### config.mk
export PLATFORM = sky130hd
export DESIGN_NAME = iotu_csr
export DESIGN_NICKNAME = d
export VERILOG_FILES = /design/src/rtl/iotu_csr_pkg.sv /design/src/rtl/iotu_win_decode.sv /design/src/rtl/iotu_fault_word.sv /design/src/rtl/iotu_csr.sv
export SDC_FILE = /design/constraint.sdc
export NUM_CORES = 1
export LEC_CHECK = 0
export ABC_AREA = 0
export BUFFER_PORTS_ARGS = -buffer_cell sky130_fd_sc_hd__buf_2
export CAP_MARGIN = 25
export CORE_MARGIN = 4
export CORE_UTILIZATION = 50
export CTS_CLUSTER_DIAMETER = 80
export DETAILED_ROUTE_END_ITERATION = 10
export HOLD_SLACK_MARGIN = 0.05
export PLACE_DENSITY = 0.86
export SETUP_SLACK_MARGIN = 0.15
export SLEW_MARGIN = 10
export SYNTH_ARGS = -nofsm -noshare
export SYNTH_HDL_FRONTEND = slang
export SYNTH_SLANG_ARGS = --single-unit
### constraint.sdc
create_clock -name clk -period 2.5 [get_ports clk]
set_input_delay 0.25 -clock clk [delete_from_list [all_inputs] [get_ports clk]]
set_output_delay 0.25 -clock clk [all_outputs]
set_load 0.03 [all_outputs]
### src/rtl/iotu_csr_pkg.sv
package iotu_csr_pkg;
    localparam int AW = 12;
    localparam int DW = 32;

    localparam logic [AW-1:0] OFF_CTRL  = 12'h000;
    localparam logic [AW-1:0] OFF_TBASE = 12'h001;
    localparam logic [AW-1:0] OFF_TLBF  = 12'h005;
    localparam logic [AW-1:0] OFF_PGF   = 12'h006;
    localparam logic [AW-1:0] OFF_FSTAT = 12'h400;
    localparam logic [AW-1:0] OFF_FADDR = 12'h401;
    localparam logic [AW-1:0] OFF_SLOT0 = 12'h404;
    localparam logic [AW-1:0] OFF_ARB   = 12'h800;

    localparam logic [DW-1:0] MSK_CTRL  = 32'h0000_001D;
    localparam logic [DW-1:0] MSK_TBASE = 32'h07FF_FC00;
    localparam logic [DW-1:0] MSK_SLOT  = 32'h0001_0003;
    localparam logic [DW-1:0] MSK_ARB   = 32'h001F_0000;
    localparam logic [DW-1:0] FIX_ARB   = 32'h0000_0008;

    localparam logic [DW-1:0] FSTAT_RST = 32'h0080_0000;
    localparam logic [DW-1:0] FSTAT_HIT = 32'hC082_0000;
    localparam logic [DW-1:0] FSTAT_RD  = 32'h0004_0000;

    localparam int RNG_LSB   = 2;
    localparam int RNG_W     = 3;
    localparam int WIN_LOG2  = 24;
endpackage

### src/rtl/iotu_win_decode.sv
module iotu_win_decode
    import iotu_csr_pkg::*;
#(
    parameter int RW       = RNG_W,
    parameter int MIN_LOG2 = WIN_LOG2
) (
    input  logic [RW-1:0] range_sel,
    output logic [DW-1:0] base
);
    localparam logic [DW-1:0] ALL_ONES = '1;

    always_comb begin
        base = ALL_ONES << (MIN_LOG2 + int'(range_sel));
    end
endmodule

### src/rtl/iotu_fault_word.sv
module iotu_fault_word
    import iotu_csr_pkg::*;
(
    input  logic          is_read,
    output logic [DW-1:0] status
);
    always_comb begin
        status = FSTAT_HIT | (is_read ? FSTAT_RD : '0);
    end
endmodule

### src/rtl/iotu_csr.sv
module iotu_csr
    import iotu_csr_pkg::*;
#(
    parameter logic [7:0] VERSION = 8'h41,
    parameter int         N_SLOTS = 4
) (
    input  logic          clk,
    input  logic          rst_n,
    input  logic [AW-1:0] addr,
    input  logic          wr_en,
    input  logic [DW-1:0] wr_data,
    output logic [DW-1:0] rd_data,
    input  logic          flt_stb,
    input  logic          flt_is_read,
    input  logic [DW-1:0] flt_page,
    output logic          xlate_en,
    output logic [DW-1:0] win_base,
    output logic [DW-1:0] table_base
);
    localparam logic [DW-1:0] VER_WORD = {VERSION, {(DW-8){1'b0}}};

    typedef struct packed {
        logic [DW-1:0]              ctrl;
        logic [DW-1:0]              tbase;
        logic [DW-1:0]              tlbf;
        logic [DW-1:0]              pgf;
        logic [N_SLOTS-1:0][DW-1:0] slot;
        logic [DW-1:0]              arb;
        logic [DW-1:0]              fstat;
        logic [DW-1:0]              faddr;
    } regs_t;

    regs_t s_d, s_q;
    logic [DW-1:0] fault_word;
    logic [DW-1:0] fstat_q, faddr_q;

    iotu_fault_word u_fword (
        .is_read (flt_is_read),
        .status  (fault_word)
    );

    iotu_win_decode #(.RW(RNG_W), .MIN_LOG2(WIN_LOG2)) u_win (
        .range_sel (s_q.ctrl[RNG_LSB +: RNG_W]),
        .base      (win_base)
    );

    always_comb begin
        s_d = s_q;
        if (wr_en) begin
            unique case (addr)
                OFF_CTRL:  s_d.ctrl  = wr_data & MSK_CTRL;
                OFF_TBASE: s_d.tbase = wr_data & MSK_TBASE;
                OFF_TLBF:  s_d.tlbf  = wr_data;
                OFF_PGF:   s_d.pgf   = wr_data;
                OFF_ARB:   s_d.arb   = wr_data & MSK_ARB;
                OFF_FSTAT: s_d.fstat = wr_data;
                OFF_FADDR: s_d.faddr = wr_data;
                default: ;
            endcase
            for (int i = 0; i < N_SLOTS; i++) begin
                if (addr == OFF_SLOT0 + AW'(i)) begin
                    s_d.slot[i] = wr_data & MSK_SLOT;
                end
            end
        end
        if (flt_stb) begin
            s_d.fstat = fault_word;
            s_d.faddr = flt_page;
        end
    end

    always_ff @(posedge clk) begin
        if (!rst_n) begin
            s_q       <= '0;
            s_q.fstat <= FSTAT_RST;
        end else begin
            s_q <= s_d;
        end
    end

    always_comb begin
        rd_data = '0;
        unique case (addr)
            OFF_CTRL:  rd_data = VER_WORD | s_q.ctrl;
            OFF_TBASE: rd_data = s_q.tbase;
            OFF_TLBF:  rd_data = s_q.tlbf;
            OFF_PGF:   rd_data = s_q.pgf;
            OFF_ARB:   rd_data = s_q.arb | FIX_ARB;
            OFF_FSTAT: rd_data = s_q.fstat;
            OFF_FADDR: rd_data = s_q.faddr;
            default: ;
        endcase
        for (int i = 0; i < N_SLOTS; i++) begin
            if (addr == OFF_SLOT0 + AW'(i)) begin
                rd_data = s_q.slot[i];
            end
        end
    end

    assign xlate_en   = s_q.ctrl[0];
    assign table_base = s_q.tbase;
    assign fstat_q    = s_q.fstat;
    assign faddr_q    = s_q.faddr;
endmodule

==> Yosys cells after proc, flatten, opt, wreduce, memory -nomap -nowiden <==
Cells that the tools add are included.
{ "op_classes": {"add_sub_neg": 1, "n_eq_ne": 10, "shift": 1, "mux": 10, "n_bitwise": 1, "n_reduce_logical": 17} }
{ "ops": {"columns": ["cell", "n"], "rows": [
  ["32-bit one-hot mux with 7 select lines", 1],
  ["32-bit 2-to-1 mux", 6],
  ["64-bit 2-to-1 mux", 2],
  ["12-bit by 11-bit == test with 1-bit output, second input constant", 6],
  ["32-bit by 32-bit left shift with 32-bit output, first input constant", 1],
  ["12-bit by 3-bit == test with 1-bit output, second input constant", 2],
  ["2-bit AND reduction", 12],
  ["19-bit 2-to-1 mux", 1],
  ["12-bit by 1-bit == test with 1-bit output, second input constant", 1],
  ["12-bit == test, second input constant", 1],
  ["12-bit zero test", 1],
  ["5-bit by 3-bit adder with 6-bit output, first input constant", 1],
  ["2-bit nonzero test", 3],
  ["2-bit OR reduction", 1],
  ["1-bit NOT", 1]
]} }
{ "totals": {"regBits": 166, "input_bits": 81, "output_inout_bits": 97, "elab_cells": 52} }

==> Longest topological paths before layout <==
{ "depth": {"word_depth": 6, "ltp_mapped": 9, "ltp_nobuf": 5} }

==> By module <==
From an unflattened synthesis, not the netlist that was laid out.
{ "unflattened": {"hier_cells": 1049, "hier_area_um2": 8640.8} }
{ "modules_own_cells": {"columns": ["mod", "instances", "cells_per_inst", "area_each_um2", "seq_area_each_um2"], "rows": [
  ["iotu_csr", 1, 981, 8161.6, 3323.2],
  ["iotu_fault_word", 1, 34, 247.7, 0.0],
  ["iotu_win_decode", 1, 34, 231.5, 0.0]
]} }

==> Least setup slack after synthesis <==
OpenSTA, ideal clock, no wires.
{ "synth_timing": {"path_type": "input-to-output", "start": "input port addr[3]", "end": "output port rd_data[19]", "t_arrival_ps": 1917, "t_required_ps": 2250, "path_slack_ps": 333, "path_stages": 7, "n_path_buf": 3, "path_cell_list": "buf_2 > nor4bb_1 > clkbuf_1 > clkbuf_1 > a22o_1 > a32oi_1 > a21oi_1"} }
{ "synth_via": {"elab_chain_cells": 6, "elab_cells_between_ends": 16, "cone_classes": "eq/ne: 10; mux: 5; reduce/logical: 1"} }
{ "synth_lines": {"columns": ["item", "line", "rtl"], "rows": [
  ["start, declared", "iotu_csr.sv:9", "input logic [AW-1:0] addr,"],
  ["12-bit by 11-bit == test with 1-bit output, or another cell as far along", "iotu_csr.sv:83", "unique case (addr)"],
  ["32-bit one-hot mux with 7 select lines", "iotu_csr.sv:83", null],
  ["32-bit 2-to-1 mux (3 in a row)", "iotu_csr.sv:94", "if (addr == OFF_SLOT0 + AW'(i)) begin"],
  ["32-bit 2-to-1 mux *", "iotu_csr.sv:94", null],
  ["end, declared", "iotu_csr.sv:12", "output logic [DW-1:0] rd_data,"]
]} }
Every way passes the cells marked *; elsewhere a longest branch is shown, timed or not.

==> Worst setup path in the final report <==
{ "layout_timing": {"start": "input port addr[9]", "end": "output port rd_data[10]"} }
The elaborated chain is that of the path after synthesis.

==> run summary <==
Status: completed
Slew margin rel.: 0.6482
Reg clk slew, reported paths: 60 ps
RR Startpoint: s_q[323]
IO Count: 178
Mapped Area: 8292 um2
Post-Synthesis Cells: 954
Vias in the first global route: 7100
Number of synthesized flops with an enable pin: 0
Final worst setup slack: 255.2 ps
Final setup vio count: 0
Max-capacitance violation count: 0
Yosys reg bits: 166
# port buffers: 137
Non-Filler Instances: 1280
Pin count of the biggest net entering global routing: 78
Crit path from: addr[9]
Sequential element share of the synthesized area: 0.4008
Drt wl/cell: 18.65 um
Share of post-route cells with drive strength above 1: 0.2117
Fillers: 1380
F_max: 0.4455 GHz
Max Slew Vio Count: 0
Via density: 5.772
Post-route DRC violation count: 0
Synth unique cells: 56
Core ar.: 16060 um2
Crit. End Element: primary output
DRT iter0 DRCs: 784
Post-route ant nets: 0
Max FO, Critical Path: 5
Sequential Area: 3323 um2
TritonCTS Sinks: 166
Fin crit share: 0.8979
FFs w/ async S/R, synth: 0
Actual slew at the worst max-slew pin: 527.7 ps
Final hold vios: 0
Row count: 46
TritonCTS clock tree: done
Pwr dens: 619.4 nW/um2
Worst-Skew Late Latency: 430 ps
Nets@finish: 1131
Worst-case clock buffer depth: 2
Gp weighted congestion: 0.8816
CTS root buf: clkbuf_16
Final Skew: 0 ps
Max rail drop VDD: 0.4541 mV
Die area: 18710 um2
Dpl hpwl: 16.08 mm
Post-CTS Setup Inserts: 0
Die Span Y: 136.8 um
Most frequent cells in the layout: nand2_1 (166), dfxtp_1 (166), buf_2 (136), mux2i_1 (99), a21boi_0 (66)
Placed cell count: 1247
Setup TNS: 0 ps
Leak: 3.947 nW
Initial antenna violation count: 1
Initial Util: 0.5164
DRT Wirelength: 23.88 mm
Pre-Repair DR Iteration Count: 6
Setup crit start kind: primary input
Syn Area/Cell: 8.692 um2
GRT Overall Usage: 0.2527
CP arrival: 1990 ps
First-pass GRT wire length: 36.89 mm
WP data required: 2250 ps
Num CTS Buffers: 17
Htree depth: 4
Worst hold start: flt_page[6]
Pre-CTS setup slack: 207.7 ps
Critical path class: in -> out
Predominant post-synthesis flop cell: dfxtp_1
GR Overflow Total: 0
Vias after detailed routing: 7388
Tmin final: 2245 ps
HP Class: in -> reg
Die width: 136.8 um
Area Growth Syn to Fin: 15.38%
RSZ-0062 raised after global routing: true
Multi-input combinational cell area: 4283 um2
Ys Warns: 0
## metal layers
metal	wire length, um	global-route usage
met5	0	0
met4	733	0.1131
met3	2225	0.05846
met2	11360	0.4096
met1	9556	0.3214
## worst max-delay path: stages
cell and delay [ps]:
buf_2 130, or4_1 590, nor2_1 200, and2_2 250, a22oi_1 80, o21ai_0 240
buf_2 250
## where the power goes
group	total [mW]	internal (mW)	switching (mW)	leakage, nW
sequential	2.71	2.69	0.0225	1.35
combinational	0.440	0.142	0.298	2.31
clock	2.78	1.70	1.08	0.292
total	5.93	4.52	1.40	3.95
## Yosys cell counts, types with 2 or more instances
| master | number | area (um2) |
|---|---|---|
| a21boi_0 | 66 | 495.5 |
| a21boi_1 | 3 | 22.52 |
| a21oi_1 | 43 | 215.2 |
| a222oi_1 | 9 | 90.09 |
| a22o_1 | 4 | 35.03 |
| a22oi_1 | 32 | 240.2 |
| a2bb2oi_1 | 8 | 70.07 |
| a31oi_1 | 2 | 12.51 |
| a32oi_1 | 7 | 61.31 |
| and2_1 | 3 | 18.77 |
| and2_4 | 2 | 17.52 |
| and3_1 | 5 | 31.28 |
| buf_1 | 2 | 7.510 |
| buf_12 | 3 | 60.06 |
| buf_2 | 30 | 150.1 |
| buf_4 | 58 | 435.4 |
| clkbuf_1 | 38 | 142.6 |
| clkbuf_2 | 3 | 15.01 |
| conb_1 | 2 | 7.510 |
| dfxtp_1 | 166 | 3323 |
| inv_1 | 6 | 22.52 |
| mux2_2 | 9 | 101.4 |
| mux2i_1 | 99 | 991.0 |
| nand2_1 | 166 | 623.1 |
| nand2b_1 | 2 | 12.51 |
| nand3_1 | 15 | 75.07 |
| nor2_1 | 42 | 157.7 |
| nor2b_1 | 36 | 225.2 |
| nor3_1 | 2 | 10.01 |
| nor4_2 | 2 | 25.02 |
| o21ai_0 | 49 | 245.2 |
| o22ai_1 | 11 | 68.82 |
| o311a_1 | 3 | 30.03 |
| o31ai_1 | 2 | 15.01 |
| or4_1 | 3 | 22.52 |
## sequential cells by signal, summed over array words and instances, names as in the netlist
signal,count
s_q,84
faddr_q,32
fstat_q,32
table_base,17
xlate_en,1
## cell families (layout without fill, tap and decap cells)
family          after synthesis  count (layout)  synth area share
flops                       166             166            0.4008
other cells                   2              41         0.0009057
buf+inv                     141             212            0.1019
simple gates                292             292            0.1654
mux                         108             108            0.1317
compound gates              245             245            0.1993
## final timing paths
path	end	slack (ps)	cells past startpoint
worst min-delay path	faddr_q[6]	80	3
worst max register to register	s_q[323]	1720	2
worst max-delay path	rd_data[10]	260	7
worst min register to register	s_q[258]	450	2
## repair_timing
item	in CTS	in global routing
setup endpoints to repair	0	6
hold buffers	0	0
gates resized for setup	0	3
## area by class of cell
| type | count | area share |
|---|---|---|
| Clock buffer | 20 | 0.04669 |
| Multi-Input combinational cell | 685 | 0.4477 |
| Timing Repair Buffer | 174 | 0.1088 |
| Sequential cell | 166 | 0.3474 |
| Tap cell | 216 | 0.02825 |
| Inverter | 6 | 0.002354 |
| Antenna cell | 1 | 0.0002616 |
| Clock inverter | 12 | 0.01857 |
## stage by stage
| step | cell area (um2) | hold slack, ps | power, mW | util |
|---|---|---|---|---|
| after CTS | 9554 | 77.89 | 5.937 | 0.5950 |
| after global placement | 8930 | 444.0 | 3.187 | 0.5561 |
| final | 9567 | 80.56 | 5.926 | 0.5958 |
| after floorplan | 8434 | 384.8 | 3.073 | - |
| after detailed placement | 8930 | 448.2 | 3.195 | 0.5561 |
| after global routing | 9567 | 91.58 | 6.087 | 0.5958 |
Power figures use the tool's default switching activity.
